<file path="src/rtl/nru_pkg.sv">
package nru_pkg;
   // Flag class: {referenced, modified}; lower value is a better victim
   typedef logic [1:0] nru_class_t;
   localparam int unsigned NUM_CLASSES = 4;

   function automatic nru_class_t class_of(input logic ref_f, input logic mod_f);
      return {ref_f, mod_f};
   endfunction
endpackage

</file>
<file path="src/rtl/nru_lfsr.sv">
module nru_lfsr #(
   parameter int unsigned WIDTH = 8
) (
   input  logic             clk,
   input  logic             rst_n,
   output logic [WIDTH-1:0] q
);
   logic fb;

   generate
      if (WIDTH == 8) begin : g_w8
         assign fb = q[7] ^ q[5] ^ q[4] ^ q[3];
      end else if (WIDTH == 16) begin : g_w16
         assign fb = q[15] ^ q[14] ^ q[12] ^ q[3];
      end else begin : g_bad
         $error("nru_lfsr: WIDTH must be 8 or 16");
         assign fb = 1'b0;
      end
   endgenerate

   always_ff @(posedge clk) begin
      if (!rst_n) q <= {{(WIDTH-1){1'b0}}, 1'b1};
      else        q <= {q[WIDTH-2:0], fb};
   end
endmodule

</file>
<file path="src/rtl/nru_flag_bank.sv">
module nru_flag_bank #(
   parameter int unsigned NUM_FRAMES = 8,
   localparam int unsigned IDX_W = $clog2(NUM_FRAMES)
) (
   input  logic                  clk,
   input  logic                  rst_n,
   input  logic                  acc_valid,
   input  logic [IDX_W-1:0]      acc_frame,
   input  logic                  acc_write,
   input  logic                  clr_ref,
   input  logic                  rpl_valid,
   input  logic [IDX_W-1:0]      rpl_frame,
   output logic [NUM_FRAMES-1:0] ref_q,
   output logic [NUM_FRAMES-1:0] mod_q
);
   generate
      for (genvar f = 0; f < NUM_FRAMES; f++) begin : g_frame
         logic hit, wr_hit, rpl;
         assign hit    = acc_valid && (acc_frame == IDX_W'(f));
         assign wr_hit = hit && acc_write;
         assign rpl    = rpl_valid && (rpl_frame == IDX_W'(f));

         always_ff @(posedge clk) begin
            if (!rst_n) begin
               ref_q[f] <= 1'b0;
               mod_q[f] <= 1'b0;
            end else begin
               if (rpl || hit)  ref_q[f] <= 1'b1;
               else if (clr_ref) ref_q[f] <= 1'b0;

               if (rpl)         mod_q[f] <= wr_hit;
               else if (wr_hit) mod_q[f] <= 1'b1;
            end
         end
      end
   endgenerate
endmodule

</file>
<file path="src/rtl/nru_pick.sv">
module nru_pick
   import nru_pkg::*;
#(
   parameter int unsigned NUM_FRAMES = 8,
   localparam int unsigned IDX_W = $clog2(NUM_FRAMES)
) (
   input  logic [NUM_FRAMES-1:0] ref_q,
   input  logic [NUM_FRAMES-1:0] mod_q,
   input  logic [IDX_W-1:0]      start,
   output logic [IDX_W-1:0]      pick_frame,
   output logic                  pick_dirty
);
   logic [NUM_FRAMES-1:0] member [NUM_CLASSES];
   logic [NUM_FRAMES-1:0] win_mask;

   generate
      for (genvar c = 0; c < NUM_CLASSES; c++) begin : g_cls
         for (genvar f = 0; f < NUM_FRAMES; f++) begin : g_f
            assign member[c][f] = (class_of(ref_q[f], mod_q[f]) == nru_class_t'(c));
         end
      end
   endgenerate

   // lowest non-empty class wins
   always_comb begin
      win_mask = '0;
      for (int c = NUM_CLASSES - 1; c >= 0; c--) begin
         if (|member[c]) win_mask = member[c];
      end
   end

   // rotating scan from the random start index
   always_comb begin
      logic found;
      logic [IDX_W-1:0] idx;
      found      = 1'b0;
      pick_frame = start;
      for (int k = 0; k < NUM_FRAMES; k++) begin
         idx = start + IDX_W'(k);
         if (!found && win_mask[idx]) begin
            found      = 1'b1;
            pick_frame = idx;
         end
      end
      pick_dirty = mod_q[pick_frame];
   end
endmodule

</file>
<file path="src/rtl/nru_victim_sel.sv">
module nru_victim_sel #(
   parameter int unsigned NUM_FRAMES = 8,
   parameter int unsigned LFSR_W     = 8,
   localparam int unsigned IDX_W     = $clog2(NUM_FRAMES)
) (
   input  logic             clk,
   input  logic             rst_n,
   input  logic             acc_valid,
   input  logic [IDX_W-1:0] acc_frame,
   input  logic             acc_write,
   input  logic             clr_ref,
   input  logic             vic_req,
   output logic             vic_valid,
   output logic [IDX_W-1:0] vic_frame,
   output logic             vic_dirty
);
   generate
      if (NUM_FRAMES < 2 || (NUM_FRAMES & (NUM_FRAMES - 1)) != 0) begin : g_chk_frames
         $error("nru_victim_sel: NUM_FRAMES must be a power of two, at least 2");
      end
      if (LFSR_W < IDX_W) begin : g_chk_lfsr
         $error("nru_victim_sel: LFSR_W must cover the frame index");
      end
   endgenerate

   logic [LFSR_W-1:0]     lfsr_q;
   logic [NUM_FRAMES-1:0] ref_q, mod_q;
   logic [IDX_W-1:0]      pick_frame;
   logic                  pick_dirty;

   nru_lfsr #(.WIDTH(LFSR_W)) lfsr_i (
      .clk   (clk),
      .rst_n (rst_n),
      .q     (lfsr_q)
   );

   nru_flag_bank #(.NUM_FRAMES(NUM_FRAMES)) bank_i (
      .clk       (clk),
      .rst_n     (rst_n),
      .acc_valid (acc_valid),
      .acc_frame (acc_frame),
      .acc_write (acc_write),
      .clr_ref   (clr_ref),
      .rpl_valid (vic_req),
      .rpl_frame (pick_frame),
      .ref_q     (ref_q),
      .mod_q     (mod_q)
   );

   nru_pick #(.NUM_FRAMES(NUM_FRAMES)) pick_i (
      .ref_q      (ref_q),
      .mod_q      (mod_q),
      .start      (lfsr_q[IDX_W-1:0]),
      .pick_frame (pick_frame),
      .pick_dirty (pick_dirty)
   );

   always_ff @(posedge clk) begin
      if (!rst_n) begin
         vic_valid <= 1'b0;
         vic_frame <= '0;
         vic_dirty <= 1'b0;
      end else begin
         vic_valid <= vic_req;
         if (vic_req) begin
            vic_frame <= pick_frame;
            vic_dirty <= pick_dirty;
         end
      end
   end
endmodule

</file>
<file path="config.mk">
export PLATFORM = sky130hd
export DESIGN_NAME = nru_victim_sel
export DESIGN_NICKNAME = d
export VERILOG_FILES = /design/src/rtl/nru_pkg.sv /design/src/rtl/nru_lfsr.sv /design/src/rtl/nru_flag_bank.sv /design/src/rtl/nru_pick.sv /design/src/rtl/nru_victim_sel.sv
export SDC_FILE = /design/constraint.sdc
export NUM_CORES = 1
export LEC_CHECK = 0
export CAP_MARGIN = 20
export CORE_MARGIN = 3
export CORE_UTILIZATION = 50
export CTS_CLUSTER_SIZE = 28
export DETAILED_ROUTE_END_ITERATION = 16
export DONT_BUFFER_PORTS = 1
export MAX_ROUTING_LAYER = met4
export PLACE_DENSITY_LB_ADDON = 0.1
export SYNTH_ARGS = -nofsm -noshare
export SYNTH_HDL_FRONTEND = slang
export SYNTH_SLANG_ARGS = --single-unit
export TNS_END_PERCENT = 1
</file>
<file path="constraint.sdc">
create_clock -name clk -period 6 [get_ports clk]
set_input_delay 1.2 -clock clk [delete_from_list [all_inputs] [get_ports clk]]
set_output_delay 1.2 -clock clk [all_outputs]
set_load 0.03 [all_outputs]
</file>
==> results.txt, run 1 <==
----------------------------------------------------
[Logic synthesis]
  Commonest cells in the synthesized netlist ... dfxtp_1 (29), nand2_1 (28), nor2_1 (25)
  Fraction of registers with async set/reset ... 0%
  Most common cell in the netlist ... dfxtp_1
  Syn Inst Count ... 312
  Fraction of the yosys area taken by sequential cells ... 23.3%
  Largest area contributor in the netlist ... dfxtp_1
  EDFF count, synth ... 0
  Post-synthesis instance area ... 2500 um2
  Top post-synthesis cells by area ... dfxtp_1 (23%), mux4_2 (4.5%), nand2_1 (4.2%)
  Average instance area after synthesis ... 8.00 um2
  Count of distinct cell types in the synthesized netlist ... 65
  Primary flip-flop cell chosen by synthesis mapping ... dfxtp_1
  Number of register bits inferred by synthesis ... 29
  Post-synthesis net count ... 323
  Number of synthesis warnings ... 0
  Area share of the largest cell type after synthesis ... 23.3%

[Layout]
  Fill cell count ... 469
  Register area ... 581 um2
  Final-stage net count ... 316
  Area taken by multi-input logic gates ... 1800 um2
  Synth-to-Final Area Change ... 4.66%
  Core occupancy in the finished layout ... 54.6%
  Antenna diode count ... 0
  Fraction of final layout cells sized beyond drive strength 1 ... 10.5%

[Drt]
  First-pass iteration count of the detailed router ... 5
  Routed Wire Length ... 6.45 mm
  Ratio of routed vias to standard cells ... 6.51
  Remaining number of nets flagged by the antenna check after routing ... 0
  Wire length per cell ... 17.3 um
  Number of remaining DRC errors ... 0
  Drt initial violations ... 242
  Detailed-route via count ... 2430

[Clock network]
  Post-CTS sizing ... 0
  Count of buffers added by post-CTS timing repair for setup ... 0
  Total clock buffers created by CTS ... 5
  CTS tree ... yes
  Source-to-sink clock delay at the later pin of the worst-skew pair ... 290 ps
  CTS sink count ... 29
  Maximum number of buffers from clock root to sink ... 2
  Hold-fix buffer count after cts ... 0
  Clock-pin slew reported for the worst setup and hold paths after clock tree synthesis ... 60 ps
  H-tree level count ... 2
  Buffer cell driving the clock tree root ... clkbuf_8

[GRT]
  Overflow after GRT ... 0
  Vias in the first global route ... 2176
  Total Routing Usage GR ... 23.2%
  Number of antenna violations at the first check in global routing ... 0
  First-pass GRT wire length ... 10.9 mm
  Largest net degree at the start of global routing ... 32

[Outcome]
  Outcome ... finished clean

[Worst setup path]
  Largest fanout on the critical path ... 15
  CP Launch Type ... register
  Crit end category ... register
  Kind of critical path ... register to register
  Critical path required time ... 6200 ps
  Worst EP arrival ... 5180 ps

[Power]
  Worst ir drop on vdd ... 0.219 mV
  Power Density ... 217 nW/um2
  Pleak ... 0.000900 uW

[STA]
  Portion of the clock cycle consumed by the worst path in the final layout ... 83.0%
  Rel. slew slack ... 51.3%
  Setup violation total in the final timing report ... 0
  Tmin final ... 4980 ps
  Final Hold Violating Endpoints ... 0
  Clock tree skew after final layout ... 10.3 ps
  Total Neg Setup Slack ... 0 ps
  Fmax ... 201 MHz
  Pin slew with the least headroom to its limit ... 725 ps
  Tightest hold margin ... 441 ps
  Setup repair after global routing missed its margin ... false
  Max-slew violation count ... 0
  Fin worst setup slack ... 1020 ps

[Placement]
  Detailed-placement wirelength estimate ... 4.70 mm
  Worst setup slack after placement ... 1100 ps
  Gp weighted congestion ... 0.874
  Number of port buffers ... 0

[Floorplan]
  Overall die width ... 76.7 um
  Die Height ... 76.7 um
  Initial core utilization ... 52.2%
  Number of placement rows ... 25
  Total Die Area ... 5880 um2
  IO Count ... 14
  Standard cell core area ... 4790 um2

[Hold path]
  Class of the tightest hold or removal check ... register to register

[Job]
  Max Cap Viol ... 0

----------------------------------------------------
==> sequential cells by signal, indices dropped and copies added (netlist names) <==
name          flops
bank_i.mod_q      8
bank_i.ref_q      8
vic_frame         3
lfsr_i.q          8
vic_valid         1
vic_dirty         1
==> cell families after synthesis <==
group | synth area share [%]
muxes | 10.0
DFF | 23.3
AOI/OAI and AO/OA | 31.1
xor gates and xnor gates | 3.76
and+or+nand+nor | 26.2
adders and majority gates | 1.00
buffers and inverters | 4.71
==> worst max-delay path, stage by stage (launching register included) <==
cell,delay [ps]
dfxtp_1,490
o22ai_1,130
or4_4,620
nor3_4,410
o221ai_1,270
mux4_2,580
or2_1,290
o2111ai_1,260
nand2_1,180
a311oi_1,300
nand3_1,120
a21oi_2,560
mux2_2,420
a221oi_2,250
==> final timing paths <==
kind / from / to / slack, ps / depth (start not counted)
worst max-delay path: bank_i.mod_q[5]$_SDFFE_PN0P_ / vic_dirty$_SDFFE_PN0P_ / 1020 / 13
worst max register to register: bank_i.mod_q[5]$_SDFFE_PN0P_ / vic_dirty$_SDFFE_PN0P_ / 1020 / 13
worst min-delay path: lfsr_i.q[6]$_SDFF_PN0_ / lfsr_i.q[7]$_SDFF_PN0_ / 440 / 1
worst min register to register: lfsr_i.q[6]$_SDFF_PN0_ / lfsr_i.q[7]$_SDFF_PN0_ / 440 / 1
==> cells in the final DEF, fill, tap and decap left out, types with 5 or more instances in the layout <==
cell type | Yosys | layout
mux2i_1 | 10 | 10
and2_1 | 14 | 14
inv_1 | 13 | 13
nand2b_1 | 14 | 14
o2111ai_1 | 7 | 7
dfxtp_1 | 29 | 29
clkbuf_8 | 0 | 5
a21oi_1 | 10 | 10
nand3_1 | 6 | 6
a31oi_1 | 6 | 6
o22ai_1 | 13 | 13
mux4_2 | 5 | 5
nand2_1 | 28 | 28
nor2b_1 | 5 | 5
o211ai_1 | 5 | 5
nor2_1 | 25 | 25
o221ai_1 | 7 | 7
o21ai_0 | 19 | 19
==> where the power goes <==
| group | switching [uW] | internal [uW] | leakage, uW |
|---|---|---|---|
| combinational | 114 | 75.7 | 0.000619 |
| sequential | 19.7 | 202 | 0.000237 |
| clock | 74.2 | 80.1 | 0.0000450 |
==> per-layer routing <==
| layer | vias up | part of all wire [%] | GRT usage (%) | wire length [um] |
|---|---|---|---|---|
| li1 | 1160 | - | - | - |
| met1 | 1147 | 48 | 34.7 | 3080 |
| met2 | 112 | 43 | 30.9 | 2750 |
| met3 | 11 | 8.2 | 4.23 | 532 |
| met4 | 0 | 1.4 | 7.79 | 91 |
| met5 | - | 0 | - | 0 |
==> per-stage QoR <==
step / power, uW / instances / area [um2]
detailed placement: 411 / 365 / 2530
floorplan: 378 / 312 / 2500
global route: 598 / 373 / 2610
CTS: 566 / 373 / 2610
global placement: 413 / 365 / 2530
finish: 566 / 373 / 2610
==> area by class of cell <==
class,instances,area share (%)
Clock inverter,2,0.383
Sequential cell,29,22.2
Tap cell,67,3.21
Timing Repair Buffer,1,0.287
Multi-Input combinational cell,252,68.8
Clock buffer,6,2.78
Inverter,16,2.30
No activity file was read; power rests on OpenSTA's default activity.
==> run 2: changes to the inputs <==
Clock period 6 ns to 5 ns, I/O delays scaled along.
==> results.txt, run 2 (synthesis gave the netlist of run 1 again) <==
----------------------------------------------------
[GRT]
  Number of antenna violations at the first check in global routing ... 0
  Largest net degree at the start of global routing ... 32
  Total Routing Usage GR ... 22.9%
  Overflow after GRT ... 0
  Vias in the first global route ... 2160
  First-pass GRT wire length ... 10.7 mm

[STA]
  Setup violation total in the final timing report ... 0
  Tmin final ... 4730 ps
  Max-slew violation count ... 0
  Fmax ... 212 MHz
  Final Hold Violating Endpoints ... 0
  Pin slew with the least headroom to its limit ... 761 ps
  Rel. slew slack ... 49.0%
  Setup repair after global routing missed its margin ... false
  Total Neg Setup Slack ... 0 ps
  Clock tree skew after final layout ... 3.19 ps
  Portion of the clock cycle consumed by the worst path in the final layout ... 94.5%

[Clock network]
  Clock-pin slew reported for the worst setup and hold paths after clock tree synthesis ... 60 ps
  Source-to-sink clock delay at the later pin of the worst-skew pair ... 280 ps
  CTS tree ... yes
  Hold-fix buffer count after cts ... 0
  Buffer cell driving the clock tree root ... clkbuf_8
  H-tree level count ... 2
  Total clock buffers created by CTS ... 5
  CTS sink count ... 29
  Maximum number of buffers from clock root to sink ... 2

[Worst setup path]
  Crit end category ... register
  Critical path required time ... 5190 ps
  Worst EP arrival ... 4920 ps
  Longest individual stage delay on the worst path ... 580 ps
  Kind of critical path ... register to register
  Reg2reg setup slack ... 270 ps
  CP Launch Type ... register
  Largest fanout on the critical path ... 11
  Critical path cell sequence ... o22ai_1 -> or4_4 -> nor3_4 -> o221ai_1 -> mux4_2 -> or2_1 -> o2111ai_1 -> a211oi_1 -> nor4b_4 -> xnor2_2 -> mux2i_1 -> mux2_2 -> a221oi_2
  Crit-path slowest cell ... or4_4

[Placement]
  Number of port buffers ... 0
  Detailed-placement wirelength estimate ... 4.87 mm
  Gp weighted congestion ... 0.910

[Floorplan]
  Total Die Area ... 5880 um2
  Overall die width ... 76.7 um
  Standard cell core area ... 4790 um2
  IO Count ... 14
  Die Height ... 76.7 um
  Initial core utilization ... 52.2%
  Number of placement rows ... 25

[Layout]
  Synth-to-Final Area Change ... 8.22%
  Most frequent standard cell in the layout excluding fill and tap cells ... dfxtp_1
  Leading registers by flop count ... bank_i.mod_q: 8 flops, bank_i.ref_q: 8 flops, lfsr_i.q: 8 flops
  Final-stage net count ... 320
  Core occupancy in the finished layout ... 56.4%
  Fill cell count ... 449
  Most frequent cells in the layout ... dfxtp_1 (29), nand2_1 (28), nor2_1 (25), o21ai_0 (19)
  Fraction of final layout cells sized beyond drive strength 1 ... 11.9%
  Antenna diode count ... 0

[Drt]
  Number of remaining DRC errors ... 0
  Remaining number of nets flagged by the antenna check after routing ... 0
  Detailed-route via count ... 2421
  Drt initial violations ... 344
  Routed Wire Length ... 6.46 mm
  Wire length per cell ... 17.1 um
  First-pass iteration count of the detailed router ... 6
  Ratio of routed vias to standard cells ... 6.42

[Power]
  Worst ir drop on vdd ... 0.208 mV
  Pleak ... 0.000944 uW
  Power Density ... 292 nW/um2

[Job]
  Max Cap Viol ... 0

[Outcome]
  Outcome ... finished clean

[Hold path]
  Class of the tightest hold or removal check ... register to register

----------------------------------------------------
==> run 2: cell type report <==
class	count	area (um2)	share of cell area (%)
flip-flops and latches	29	581	21.5
clock inverters	3	65.1	2.41
multi-input cells	252	1810	66.8
clock buffers	5	68.8	2.55
well taps	67	83.8	3.10
repair buffers	5	37.5	1.39
inverters	16	60.1	2.22
==> run 2: worst max-delay path: cells and delay by family, from the launching register on <==
| family | cells | cell delay (ps) |
|---|---|---|
| flip-flops | 1 | 500 |
| multiplexers | 3 | 1040 |
| AND/OR/NAND/NOR | 4 | 1670 |
| AO/OA/AOI/OAI | 5 | 1140 |
| XOR/XNOR | 1 | 270 |
==> run 2: worst paths after layout <==
path | start | end | cells after the start
setup / recovery | bank_i.mod_q[6]$_SDFFE_PN0P_ | vic_dirty$_SDFFE_PN0P_ | 13
hold / removal | lfsr_i.q[6]$_SDFF_PN0_ | lfsr_i.q[7]$_SDFF_PN0_ | 1
hold reg to reg | lfsr_i.q[6]$_SDFF_PN0_ | lfsr_i.q[7]$_SDFF_PN0_ | 1
setup reg to reg | bank_i.mod_q[6]$_SDFFE_PN0P_ | vic_dirty$_SDFFE_PN0P_ | 13
==> run 2: routing by layer <==
layer	vias up	global-route usage, %	routed length, um
met3	8	3.17	484
met1	1137	32.3	3010
met4	0	8.15	94
li1	1172	-	-
met2	104	33.3	2870
met5	-	-	0
==> run 2: timing repair <==
action | in CTS | in global routing
buffers inserted | 0 | 0
endpoints found under the setup margin | 0 | 1
gates resized for setup | 0 | 1
==> run 2: where the power goes <==
part           switching [uW]  internal, uW
Combinational             142          96.1
Clock                    87.9           198
Sequential               21.4           243
Total                     251           537
==> run 2: stage by stage <==
stage | instances | hold slack [ps] | instance area (um2) | setup WS, ps | power [uW]
6_report | 377 | 436 | 2700 | 274 | 788
4_1_cts | 377 | 437 | 2690 | 306 | 790
2_1_floorplan | 312 | 412 | 2500 | 913 | 454
3_3_place_gp | 369 | 413 | 2560 | 389 | 503
3_5_place_dp | 369 | 426 | 2560 | 335 | 501
5_1_grt | 377 | 440 | 2700 | 13.1 | 826
==> run 3: changes to the inputs <==
Settings changed: HOLD_SLACK_MARGIN set to 0.1.
==> results of run 3 <==
The final DEF is identical to that of run 2; final timing and power are the same.
